===== config.mk =====
export PLATFORM = sky130hd
export DESIGN_NAME = tlp_qword_aligner
export DESIGN_NICKNAME = d
export VERILOG_FILES = /design/src/rtl/tlp_align_pkg.sv /design/src/rtl/tlp_pad_decide.sv /design/src/rtl/tlp_beat_mux.sv /design/src/rtl/tlp_qword_aligner.sv
export SDC_FILE = /design/constraint.sdc
export NUM_CORES = 1
export LEC_CHECK = 0
export ABC_AREA = 1
export ABC_CLOCK_PERIOD_IN_PS = 2460
export BUFFER_PORTS_ARGS = -buffer_cell sky130_fd_sc_hd__buf_2
export CAP_MARGIN = 20
export CORE_ASPECT_RATIO = 0.7
export CORE_MARGIN = 1
export CORE_UTILIZATION = 40
export DETAILED_ROUTE_END_ITERATION = 8
export PLACE_DENSITY = 0.72
export SLEW_MARGIN = 5
export SYNTH_ARGS = -nofsm -noshare
export SYNTH_HDL_FRONTEND = slang
export SYNTH_HIERARCHICAL = 1
export SYNTH_SLANG_ARGS = --single-unit
export TNS_END_PERCENT = 30

===== constraint.sdc =====
create_clock -name clk -period 2.46 [get_ports clk]
set_clock_uncertainty 0.15 [all_clocks]
set_input_delay 0.246 -clock clk [delete_from_list [all_inputs] [get_ports clk]]
set_output_delay 0.246 -clock clk [all_outputs]
set_load 0.02 [all_outputs]

===== src/rtl/tlp_align_pkg.sv =====
package tlp_align_pkg;

    typedef enum logic [2:0] {
        ST_HDR_A,
        ST_HDR_B,
        ST_PASS,
        ST_SHIFT,
        ST_DRAIN
    } align_state_e;

    typedef enum logic [1:0] {
        SEL_PASS,
        SEL_PAD_HI,
        SEL_SHIFT,
        SEL_TAIL
    } lane_sel_e;

endpackage


===== src/rtl/tlp_pad_decide.sv =====
module tlp_pad_decide (
    input  logic four_dw,
    input  logic has_data,
    input  logic abit_lo,
    input  logic abit_hi,
    output logic pad_hi,
    output logic pad_lo
);
    // Three-dword header: low address lives in the lower dword of beat two.
    // Four-dword header: low address lives in the upper dword of beat two.
    always_comb begin
        pad_hi = has_data && !four_dw && !abit_lo;
        pad_lo = has_data &&  four_dw &&  abit_hi;
    end
endmodule


===== src/rtl/tlp_beat_mux.sv =====
module tlp_beat_mux
    import tlp_align_pkg::*;
#(
    parameter int DWORD_W = 32
) (
    input  lane_sel_e              sel,
    input  logic [2*DWORD_W-1:0]   in_beat,
    input  logic [DWORD_W-1:0]     carry,
    output logic [2*DWORD_W-1:0]   out_beat
);
    localparam int BEAT_W = 2 * DWORD_W;

    logic [DWORD_W-1:0] lo_dw;
    logic [DWORD_W-1:0] hi_dw;

    always_comb begin
        lo_dw = in_beat[DWORD_W-1:0];
        hi_dw = in_beat[BEAT_W-1:DWORD_W];
        unique case (sel)
            SEL_PASS:   out_beat = {hi_dw, lo_dw};
            SEL_PAD_HI: out_beat = {{DWORD_W{1'b0}}, lo_dw};
            SEL_SHIFT:  out_beat = {lo_dw, carry};
            SEL_TAIL:   out_beat = {{DWORD_W{1'b0}}, carry};
            default:    out_beat = {hi_dw, lo_dw};
        endcase
    end
endmodule


===== src/rtl/tlp_qword_aligner.sv =====
module tlp_qword_aligner
    import tlp_align_pkg::*;
#(
    parameter int DWORD_W  = 32,
    parameter int ADDR_BIT = 2
) (
    input  logic                 clk,
    input  logic                 rst_n,
    input  logic                 in_valid,
    output logic                 in_ready,
    input  logic [2*DWORD_W-1:0] in_data,
    input  logic                 in_eop,
    input  logic                 in_empty,
    output logic                 out_valid,
    input  logic                 out_ready,
    output logic [2*DWORD_W-1:0] out_data,
    output logic                 out_sop,
    output logic                 out_eop,
    output logic                 out_empty
);
    localparam int BEAT_W       = 2 * DWORD_W;
    localparam int FMT_DATA_BIT = DWORD_W - 2;
    localparam int FMT_4DW_BIT  = DWORD_W - 3;

    align_state_e       state_q, state_d;
    logic [DWORD_W-1:0] carry_q, carry_d;
    logic               four_q, four_d;
    logic               data_q, data_d;
    lane_sel_e          sel;
    logic               fire;
    logic               pad_hi, pad_lo;
    logic [DWORD_W-1:0] in_lo, in_hi;

    assign in_lo = in_data[DWORD_W-1:0];
    assign in_hi = in_data[BEAT_W-1:DWORD_W];

    tlp_pad_decide u_pad (
        .four_dw (four_q),
        .has_data(data_q),
        .abit_lo (in_lo[ADDR_BIT]),
        .abit_hi (in_hi[ADDR_BIT]),
        .pad_hi  (pad_hi),
        .pad_lo  (pad_lo)
    );

    tlp_beat_mux #(.DWORD_W(DWORD_W)) u_mux (
        .sel     (sel),
        .in_beat (in_data),
        .carry   (carry_q),
        .out_beat(out_data)
    );

    // State and carried-dword registers.
    always_ff @(posedge clk) begin
        if (!rst_n) begin
            state_q <= ST_HDR_A;
            carry_q <= '0;
            four_q  <= 1'b0;
            data_q  <= 1'b0;
        end else begin
            state_q <= state_d;
            carry_q <= carry_d;
            four_q  <= four_d;
            data_q  <= data_d;
        end
    end

    // Outputs and next state.
    always_comb begin
        sel       = SEL_PASS;
        out_valid = in_valid;
        in_ready  = out_ready;
        out_sop   = 1'b0;
        out_eop   = in_eop;
        out_empty = in_empty;
        state_d   = state_q;
        carry_d   = carry_q;
        four_d    = four_q;
        data_d    = data_q;
        if (state_q == ST_DRAIN) in_ready = 1'b0;
        fire = in_valid && in_ready;

        unique case (state_q)
            ST_HDR_A: begin
                out_sop = 1'b1;
                if (fire) begin
                    four_d  = in_lo[FMT_4DW_BIT];
                    data_d  = in_lo[FMT_DATA_BIT];
                    state_d = ST_HDR_B;
                end
            end
            ST_HDR_B: begin
                if (pad_hi) begin
                    sel       = SEL_PAD_HI;
                    out_eop   = 1'b0;
                    out_empty = 1'b0;
                end
                if (fire) begin
                    if (pad_hi) begin
                        carry_d = in_hi;
                        state_d = in_eop ? ST_DRAIN : ST_SHIFT;
                    end else if (pad_lo) begin
                        carry_d = '0;
                        state_d = ST_SHIFT;
                    end else begin
                        state_d = in_eop ? ST_HDR_A : ST_PASS;
                    end
                end
            end
            ST_PASS: begin
                if (fire && in_eop) state_d = ST_HDR_A;
            end
            ST_SHIFT: begin
                sel       = SEL_SHIFT;
                out_eop   = in_eop && in_empty;
                out_empty = 1'b0;
                if (fire) begin
                    carry_d = in_hi;
                    if (in_eop) state_d = in_empty ? ST_HDR_A : ST_DRAIN;
                end
            end
            ST_DRAIN: begin
                sel       = SEL_TAIL;
                out_valid = 1'b1;
                out_eop   = 1'b1;
                out_empty = 1'b1;
                if (out_ready) state_d = ST_HDR_A;
            end
            default: state_d = ST_HDR_A;
        endcase
    end

    // the leftover beat is emitted with the input stalled
    a_r10_drain_blocks_input: assert property (@(posedge clk) disable iff (!rst_n)
        (state_q == ST_DRAIN) |-> !in_ready);

    // a blocked output never lets an input beat in
    a_r10_no_accept_when_blocked: assert property (@(posedge clk) disable iff (!rst_n)
        !out_ready |-> !in_ready);

    // carried dword survives a cycle with no input transfer
    a_r10_carry_held: assert property (@(posedge clk) disable iff (!rst_n)
        (state_q == ST_SHIFT && !(in_valid && in_ready)) |=> $stable(carry_q));

    // the leftover beat stays put until taken
    a_r10_drain_held: assert property (@(posedge clk) disable iff (!rst_n)
        (state_q == ST_DRAIN && !out_ready) |=> (state_q == ST_DRAIN && $stable(carry_q)));

    // an empty upper dword only on a closing beat
    a_r9_empty_needs_eop: assert property (@(posedge clk) disable iff (!rst_n)
        (out_valid && out_empty) |-> out_eop);

    // the beat after an accepted end of packet starts a new packet
    a_r2_sop_follows_eop: assert property (@(posedge clk) disable iff (!rst_n)
        (out_valid && out_ready && out_eop) |=> out_sop);

endmodule


==> results of run 1 <==
## flip-flops by register name (all words and copies together), names as in the netlist
register  flops
carry_q      32
four_q        1
state_q       3
data_q        1
## where the power goes
part	internal, W	switching [W]
registers	0.000611	0.00000850
clock network	0.000222	0.000208
logic	0.000171	0.000311
total	0.00100	0.000528
## layout make-up
class,instances,share of cell area (%)
tap,91,3.22
timing repair buffer,150,23.1
clock buffer,7,2.44
sequential,37,20.9
inverter,50,5.45
multi-input combinational,374,44.8
## timing repair
item	4_1_cts	5_1_grt
endpoints found under the setup margin	32	47
buffers inserted	0	4
cloned	1	0
pin swaps	1	2
resized for setup	5	5
## stage by stage
stage,std cells,setup TNS (ps),total power [W]
floorplan,490,0,0.000927
finish,709,0,0.00153
global placement,697,0,0.00110
CTS,705,0,0.00154
global route,709,-9.19,0.00162
detailed placement,697,0,0.00110
## metal layers
metal / routed length, microns / track usage [%] / vias to the layer above / share of wire (%)
met5: 0 / 0 / - / 0
met4: 79 / 7.25 / 0 / 1.0
met3: 554 / 4.25 / 7 / 7.2
met2: 3420 / 38.1 / 121 / 45
met1: 3630 / 26.9 / 1412 / 47
li1: - / - / 1739 / -
## cell families (layout without fill, tap and decap cells)
| family | count (synthesis) | after routing | share of synthesized area (%) |
|---|---|---|---|
| buffers and inverters | 80 | 207 | 15.4 |
| flip-flops | 37 | 37 | 27.3 |
| AND/OR/NAND/NOR | 327 | 328 | 48.5 |
| AO/OA/AOI/OAI | 46 | 46 | 8.80 |
## layout by cell type (no fill, tap or decap), drive strengths merged
cell type,netlist,routed
inv,50,50
nand3,34,34
nor2,76,77
buf,25,150
nand4,1,1
nand2,214,214
a21oi,6,6
clkbuf,5,7
o21ai,38,38
a211oi,1,1
nor3,2,2
dfxtp,37,37
o211ai,1,1
## tightest hold or removal path: cells and delay by family
kind	cells	cell delay, ps
compound gates	1	50
buf+inv	1	110
simple gates	1	70
## worst min path at each step
stage / from / cells past startpoint / to / slack (ps)
2_1_floorplan: in_data[30] / 2 / data_q / 240
3_3_place_gp: four_q / 2 / four_q / 310
3_5_place_dp: four_q / 2 / four_q / 310
4_1_cts: in_data[30] / 3 / data_q / 80
5_1_grt: in_data[30] / 3 / data_q / 100
6_report: in_data[30] / 3 / data_q / 90
==> metrics, run 1 <==
status=completed; DP Worst Slack=79.9 ps; synthesized instance count=490; max incr delay on CP=360 ps; Worst VDD drop=208 uV; Req. time, crit path=2060 ps; RR Endpoint=carry_q[9]; initial antenna violation count=0; Post-synth top cells=nand2_1 (212), nor2_1 (72), inv_1 (48), o21ai_0 (38), dfxtp_1 (37); CTS Buffer Depth=2; Hold Crit Class=input port to flip-flop; final hold slack=86.8 ps; synth top area cells=nand2_1 (29%), dfxtp_1 (27%), nor2_1 (9.9%); GRT Util Overall=21.8%; R2R setup slack=430 ps; Clk Latency, worst-skew pair=290 ps; P&R area growth vs syn=30.2%; Final min period=2300 ps; filler instances=680; WP buf/inv=4; # IOs=139; largest net degree at the start of global routing=37; critical path class=flip-flop to output pin; Die X=100 microns; syn nets=560; area occupied by multi-input gates=1590 sq um; Final period util=93.6%; actual slew at the worst max-slew pin=358 ps; slew margin rel.=76.1%; RSZ-0062 raised after global routing=true; Synth Cell Area=2720 sq um; synthesis warning total=6; Critical Path Fanout Max=6; Leak=1.88 nW; global-route wire length before repair=12.4 mm; Post-synth EDFFs=0; Synth Area per Inst=5.54 sq um; core area=6400 sq um; Synth area leader=nand2_1; Die Span Y=70.9 microns; total congestion overflow=0; drt pass-1 iters=4; DRC Markers=0; Async S/R FF share, synth=0%; clk sinks=37; DIE AREA=7130 sq um; vias in the first global route=2839; CP Depth=10; post-layout utilization of the core=55.3%; final slew viol count=0; cell with the most instances after synthesis=nand2_1; Setup crit end kind=output pin; sequential fraction of the synthesis area=27.3%; crit-path leading delay family=buffers and inverters; post-route cell area=3540 sq um; worst setup margin=158 ps; cells along the critical path=inv_1 > nand2_1 > nor2_2 > inv_1 > o21ai_4 > nor2_4 > buf_4 > nand2_1 > nand2_1 > buf_2; slowest CP cell=dfxtp_1; critical path arrival=1910 ps; DR iter-0 viols=180; cell depth of the worst flop-to-flop path=11; post-DP HPWL=5.52 mm; Yosys reg bits=37; PwrDens=433 nW/um^2; Root Buffer=clkbuf_8; max-cap violations=0; CTS tree=built; crit path to=out_data[33]; share of cells above drive strength 1=27.3%; startpoint types=flip-flop; Layout Nets=688; diode count=0; via count=3279; Main synth FF type=dfxtp_1; CTS Buf Count=5; gpl congestion=0.824; top-area cell type share of the netlist area=29.3%; Storage cell area=741 sq um; crit-path most repeated cell=nand2_1; Hold Vio Cnt, Final=0; Detail Route Antenna Nets=0; # hold bufs at CTS=0; worst r2r src=four_q; # rows=24; crit path from=state_q[2]; Initial Util=42.5%; dpl cell area=3370 sq um; final wirelength=7.69 mm; Setup Viol. Count Final=0; WL per Instance=10.8 microns; maximum clock frequency=0.434 GHz; post-synth cell types=23; I/O Buffers=138; Reg clk slew, reported paths=80 ps; htree depth=2; Avg Vias per Cell=4.62
Note: power is estimated with default switching activity, not from simulation.
==> run 2: changes to the inputs <==
--- a/config.mk
+++ b/config.mk
@@ -5,7 +5,6 @@
 export SDC_FILE = /design/constraint.sdc
 export NUM_CORES = 1
 export LEC_CHECK = 0
-export ABC_AREA = 1
 export ABC_CLOCK_PERIOD_IN_PS = 2460
 export BUFFER_PORTS_ARGS = -buffer_cell sky130_fd_sc_hd__buf_2
 export CAP_MARGIN = 20
==> run 2 against run 1 <==
Wire length down 12%. Largest cell class unchanged. Sequential cell count unchanged. Via count decreased by 20%. Combinational power down 17%. Critical path type unchanged. Maximum frequency decreased by 1.3%. Sequential power down 2%. Total power rose by 1.2%. Cell count down 26%. Sequential share of layout area down 0.16 points.
==> metrics, run 2 <==
status=completed; share of cells above drive strength 1=45.5%; Synth area leader=dfxtp_1; RSZ-0062 raised after global routing=false; cell depth of the worst flop-to-flop path=5; Worst VDD drop=202 uV; PwrDens=434 nW/um^2; Hold EP=carry_q[15]; max-cap violations=0; critical path arrival=1940 ps; worst r2r src=state_q[0]; Async S/R FF share, synth=0%; slew margin rel.=62.3%; Synth Cell Area=2750 sq um; vias in the first global route=2247; Final period util=94.8%; Layout Nets=504; Die Span Y=71.4 microns; largest net degree at the start of global routing=39; Main synth FF type=dfxtp_1; CTS Buffer Depth=2; critical path class=flip-flop to output pin; diode count=0; initial antenna violation count=0; maximum clock frequency=0.429 GHz; Final min period=2330 ps; # IOs=139; global-route wire length before repair=10.5 mm; Hold Crit Class=input port to flip-flop; synthesis warning total=6; Post-synth top cells=dfxtp_1 (37), nor2_1 (37), nand3_1 (36), mux2i_1 (35), nand2_1 (35); Die X=101 microns; core area=6430 sq um; total congestion overflow=0; Clk Latency, worst-skew pair=280 ps; Setup Viol. Count Final=0; final wirelength=6.79 mm; Req. time, crit path=2060 ps; actual slew at the worst max-slew pin=566 ps; gpl congestion=0.871; Synth Area per Inst=9.01 sq um; worst hold stages=3; Post-synth EDFFs=0; Leak=1.54 nW; sequential fraction of the synthesis area=26.9%; Initial Util=42.8%; clk sinks=37; R2R setup slack=680 ps; CTS tree=built; I/O Buffers=138; most frequent cells in the layout=buf_2 (138), nor2_1 (37), nand3_1 (36), dfxtp_1 (36); setup_tns=0 ps; synthesized instance count=305; Biggest register=carry_q; WL per Instance=12.9 microns; Avg Vias per Cell=4.96; RR Endpoint=carry_q[17]; Setup crit end kind=output pin; htree depth=2; Largest register FFs=32; # rows=24; post-synth cell types=31; drt pass-1 iters=4; Hold Vio Cnt, Final=0; Yosys reg bits=37; Root Buffer=clkbuf_8; startpoint types=flip-flop; CTS Buf Count=5; # hold bufs at CTS=0; DR iter-0 viols=96; top-area cell type share of the netlist area=26.9%; most common cell after layout, fill and taps aside=buf_2; syn nets=375; post-route cell area=3570 sq um; DIE AREA=7210 sq um; GRT Util Overall=18.2%; DRC Markers=0; post-DP HPWL=5.09 mm; Detail Route Antenna Nets=0; dpl cell area=3430 sq um; P&R area growth vs syn=29.8%; Critical Path Fanout Max=36; min-delay src=in_data[47]; final slew viol count=0; Largest regs=carry_q x32, state_q x3; via count=2608; Reg clk slew, reported paths=70 ps; synth top area cells=dfxtp_1 (27%), mux2_4 (15%), mux2i_1 (13%)
-- run 2: cell type report --
type                    count  area, sq um
multi-input cells         239         1770
clock buffers               7         86.3
flip-flops and latches     37          742
well taps                  91          114
repair buffers            149          818
clock inverters             1         30.0
fillers                   639         2860
inverters                   2         7.51
-- run 2: how the worst max path moves through the flow --
| stage | to | from | cells past startpoint | slack, ps |
|---|---|---|---|---|
| global route | out_data[22] | state_q[2] | 6 | 10 |
| global placement | out_data[22] | state_q[2] | 6 | 330 |
| detailed placement | out_data[22] | state_q[2] | 6 | 240 |
| finish | out_data[22] | state_q[2] | 6 | 130 |
| CTS | out_data[22] | state_q[2] | 6 | 20 |
| floorplan | out_data[54] | state_q[1] | 8 | 340 |
-- run 2: through the flow --
step | setup WS (ps) | utilization, % | hold WS (ps) | total power, W | cells
6_report | 127 | 55.5 | 73.6 | 0.00155 | 526
3_5_place_dp | 241 | 53.3 | 294 | 0.00102 | 517
5_1_grt | 13.7 | 55.5 | 64.0 | 0.00163 | 526
4_1_cts | 15.3 | 55.3 | 63.2 | 0.00157 | 526
3_3_place_gp | 327 | 53.3 | 287 | 0.00102 | 517
2_1_floorplan | 343 | - | 247 | 0.000875 | 305
-- run 2: kinds of logic after synthesis --
family | after synthesis | synth area share [%]
simple gates | 123 | 20.3
mux | 67 | 29.7
compound gates | 49 | 13.5
flops | 37 | 26.9
buf+inv | 29 | 9.65
-- run 2: worst max-delay path, cell delays in order (launching register included) --
cell and delay (ps):
dfxtp_1 330, nor2b_2 190, nor2b_4 230, a21o_4 150, buf_16 240, mux2_2 360, buf_2 160
-- run 2: routing by layer --
metal  vias to the layer above  global-route usage [%]  wire length (microns)
met4                         0                    3.38                     14
met2                       118                    30.5                   2980
met1                      1173                    24.0                   3210
met5                         -                       0                      0
met3                         4                    4.29                    588
li1                       1313                       -                      -
-- run 2: repair_timing --
action	4_1_cts	5_1_grt
resized for setup	1	4
pin swaps	0	0
endpoints found under the setup margin	43	63
setup buffers	1	0
-- run 2: where the power goes --
part | leakage (nW) | total (W) | switching [W] | internal [W]
Sequential | 0.299 | 0.000609 | 0.00000594 | 0.000603
Clock | 0.0585 | 0.000540 | 0.000209 | 0.000331
Combinational | 1.18 | 0.000400 | 0.000222 | 0.000179
==> run 3: changes to the inputs <==
--- a/config.mk
+++ b/config.mk
@@ -13,6 +13,8 @@
 export CORE_UTILIZATION = 40
 export DETAILED_ROUTE_END_ITERATION = 8
 export PLACE_DENSITY = 0.72
+export RECOVER_POWER = 25
+export SETUP_SLACK_MARGIN = 0.5
 export SLEW_MARGIN = 5
 export SYNTH_ARGS = -nofsm -noshare
 export SYNTH_HDL_FRONTEND = slang
==> run 3 against run 2 <==
Hold slack improved by 2.2 ps. Critical endpoint is now out_data[35]. First-iteration DRC count decreased by 28%. Register-to-register slack got worse by 370 ps. Cell count increased by 3.6%. Sequential cell count unchanged. Global-route usage increased by 3.5 points. Maximum frequency increased by 1.6%. Total power increased by 4.4%. Highest routed layer unchanged. Wire length increased by 25%. Non-clock buffer count increased by 20. Die area unchanged.
==> metrics, run 3 (synthesis gave the netlist of run 2 again) <==
status=completed; Initial Util=42.8%; Root Buffer=clkbuf_8; # IOs=139; Biggest register=carry_q; # rows=24; Hold EP=carry_q[28]; PwrDens=381 nW/um^2; I/O Buffers=138; htree depth=2; DR iter-0 viols=69; wl on met1=3.74 mm; share of cells above drive strength 1=56.8%; cells along the critical path=nor2b_4 > nor2b_4 > a21o_4 > buf_6 > clkbuf_16 > mux2i_1 > nor2_2 > buf_2; Reg clk slew, reported paths=80 ps; Largest register FFs=32; placed cell count=519; diode count=0; Largest regs=carry_q x32, state_q x3; final wirelength=8.49 mm; actual slew at the worst max-slew pin=657 ps; crit-path leading delay family=buffers and inverters; setup_tns=0 ps; Detail Route Antenna Nets=0; Setup crit end kind=output pin; Hold Vio Cnt, Final=0; drt pass-1 iters=4; CTS Buf Count=5; Hold Crit Class=input port to flip-flop; RR Endpoint=carry_q[22]; crit-path most repeated cell=nor2b_4; worst r2r src=data_q; Final min period=2300 ps; worst hold stages=3; DRC Markers=0; Clk Latency, worst-skew pair=280 ps; area occupied by multi-input gates=1950 sq um; Setup Viol. Count Final=0; filler instances=542; WP buf/inv=3; Leak=1.78 nW; Layout Nets=524; slowest CP cell=dfxtp_4; Final period util=93.4%; cell depth of the worst flop-to-flop path=6; final hold slack=75.9 ps; Req. time, crit path=2060 ps; Critical Path Fanout Max=6; DIE AREA=7210 sq um; P&R area growth vs syn=54.6%; maximum clock frequency=0.435 GHz; final slew viol count=0; critical path class=flip-flop to output pin; largest net degree at the start of global routing=39; CTS Buffer Depth=2; min-delay src=in_data[60]; top sig layer=met4; via count=2792; total congestion overflow=0; Die Span Y=71.4 microns; Avg Vias per Cell=5.12; critical path arrival=1900 ps; post-layout utilization of the core=66.1%; Storage cell area=746 sq um; most common cell after layout, fill and taps aside=buf_2; routed length on met2=4.19 mm; vias in the first global route=2609; Die X=101 microns; R2R setup slack=310 ps; Worst VDD drop=236 uV; final cell count without fillers=545; gpl congestion=0.752; RSZ-0062 raised after global routing=true; clk sinks=37; max-cap violations=0; max incr delay on CP=350 ps; initial antenna violation count=0; WL per Instance=15.6 microns; global-route wire length before repair=12.5 mm; Met3 Wirelength=523 microns; GRT Util Overall=21.7%; post-DP HPWL=5.53 mm; core area=6430 sq um; total power=0.00162 W; startpoint types=flip-flop; most frequent cells in the layout=buf_2 (99), buf_6 (41), nand3_1 (36), nand2_1 (35), dfxtp_1 (35); CTS tree=built; slew margin rel.=56.2%
==> run 3: cell count changes in the layout (fill, tap and decap cells not counted), sizes merged <==
cell    change
clkinv      +1
clkbuf      +5
buf        +13
==> run 3: how the worst max path moves through the flow <==
stage | start | end | slack, ps | cells after the start
floorplan | state_q[2] | out_data[0] | 510 | 7
global placement | state_q[2] | out_data[30] | 230 | 6
detailed placement | state_q[2] | out_data[30] | 170 | 6
CTS | state_q[2] | out_data[10] | 200 | 7
global route | state_q[2] | out_data[35] | 90 | 8
finish | state_q[2] | out_data[35] | 160 | 8
==> run 3: per-stage QoR <==
step           cell area [sq um]  worst slack [ps]
3_3_place_gp                3520               227
3_5_place_dp                3520               172
2_1_floorplan               2850               506
6_report                    4250               163
5_1_grt                     4250              88.5
4_1_cts                     3920               200
==> run 3: layer usage <==
| layer | vias up | global-route usage (%) |
|---|---|---|
| li1 | 1361 | - |
| met1 | 1323 | 27.8 |
| met2 | 102 | 38.7 |
| met3 | 6 | 4.20 |
| met4 | 0 | 3.22 |
| met5 | - | 0 |
==> run 3: repair_timing <==
action / CTS / global route
gates cloned: 3 / 3
pin swaps: 1 / 0
endpoints found under the setup margin: 66 / 81
buffers inserted: 12 / 1
resized for setup: 31 / 74
hold buffers: 0 / 0
==> run 3: where the power goes <==
part           internal [W]  switching (W)
registers          0.000602     0.00000378
logic              0.000249       0.000261
clock network      0.000295       0.000207
total               0.00115       0.000472
==> run 3: layout make-up <==
cell class	count	area share [%]
clock inverters	2	0.824
flip-flops and latches	37	17.6
clock buffers	5	1.62
inverters	2	0.177
repair buffers	169	31.3
well taps	91	2.68
multi-input cells	239	45.8
==> run 3: tightest hold or removal path: cells and delay by family <==
| family | cells | cell delay (ps) |
|---|---|---|
| buf+inv | 1 | 110 |
| compound gates | 1 | 50 |
| simple gates | 1 | 60 |
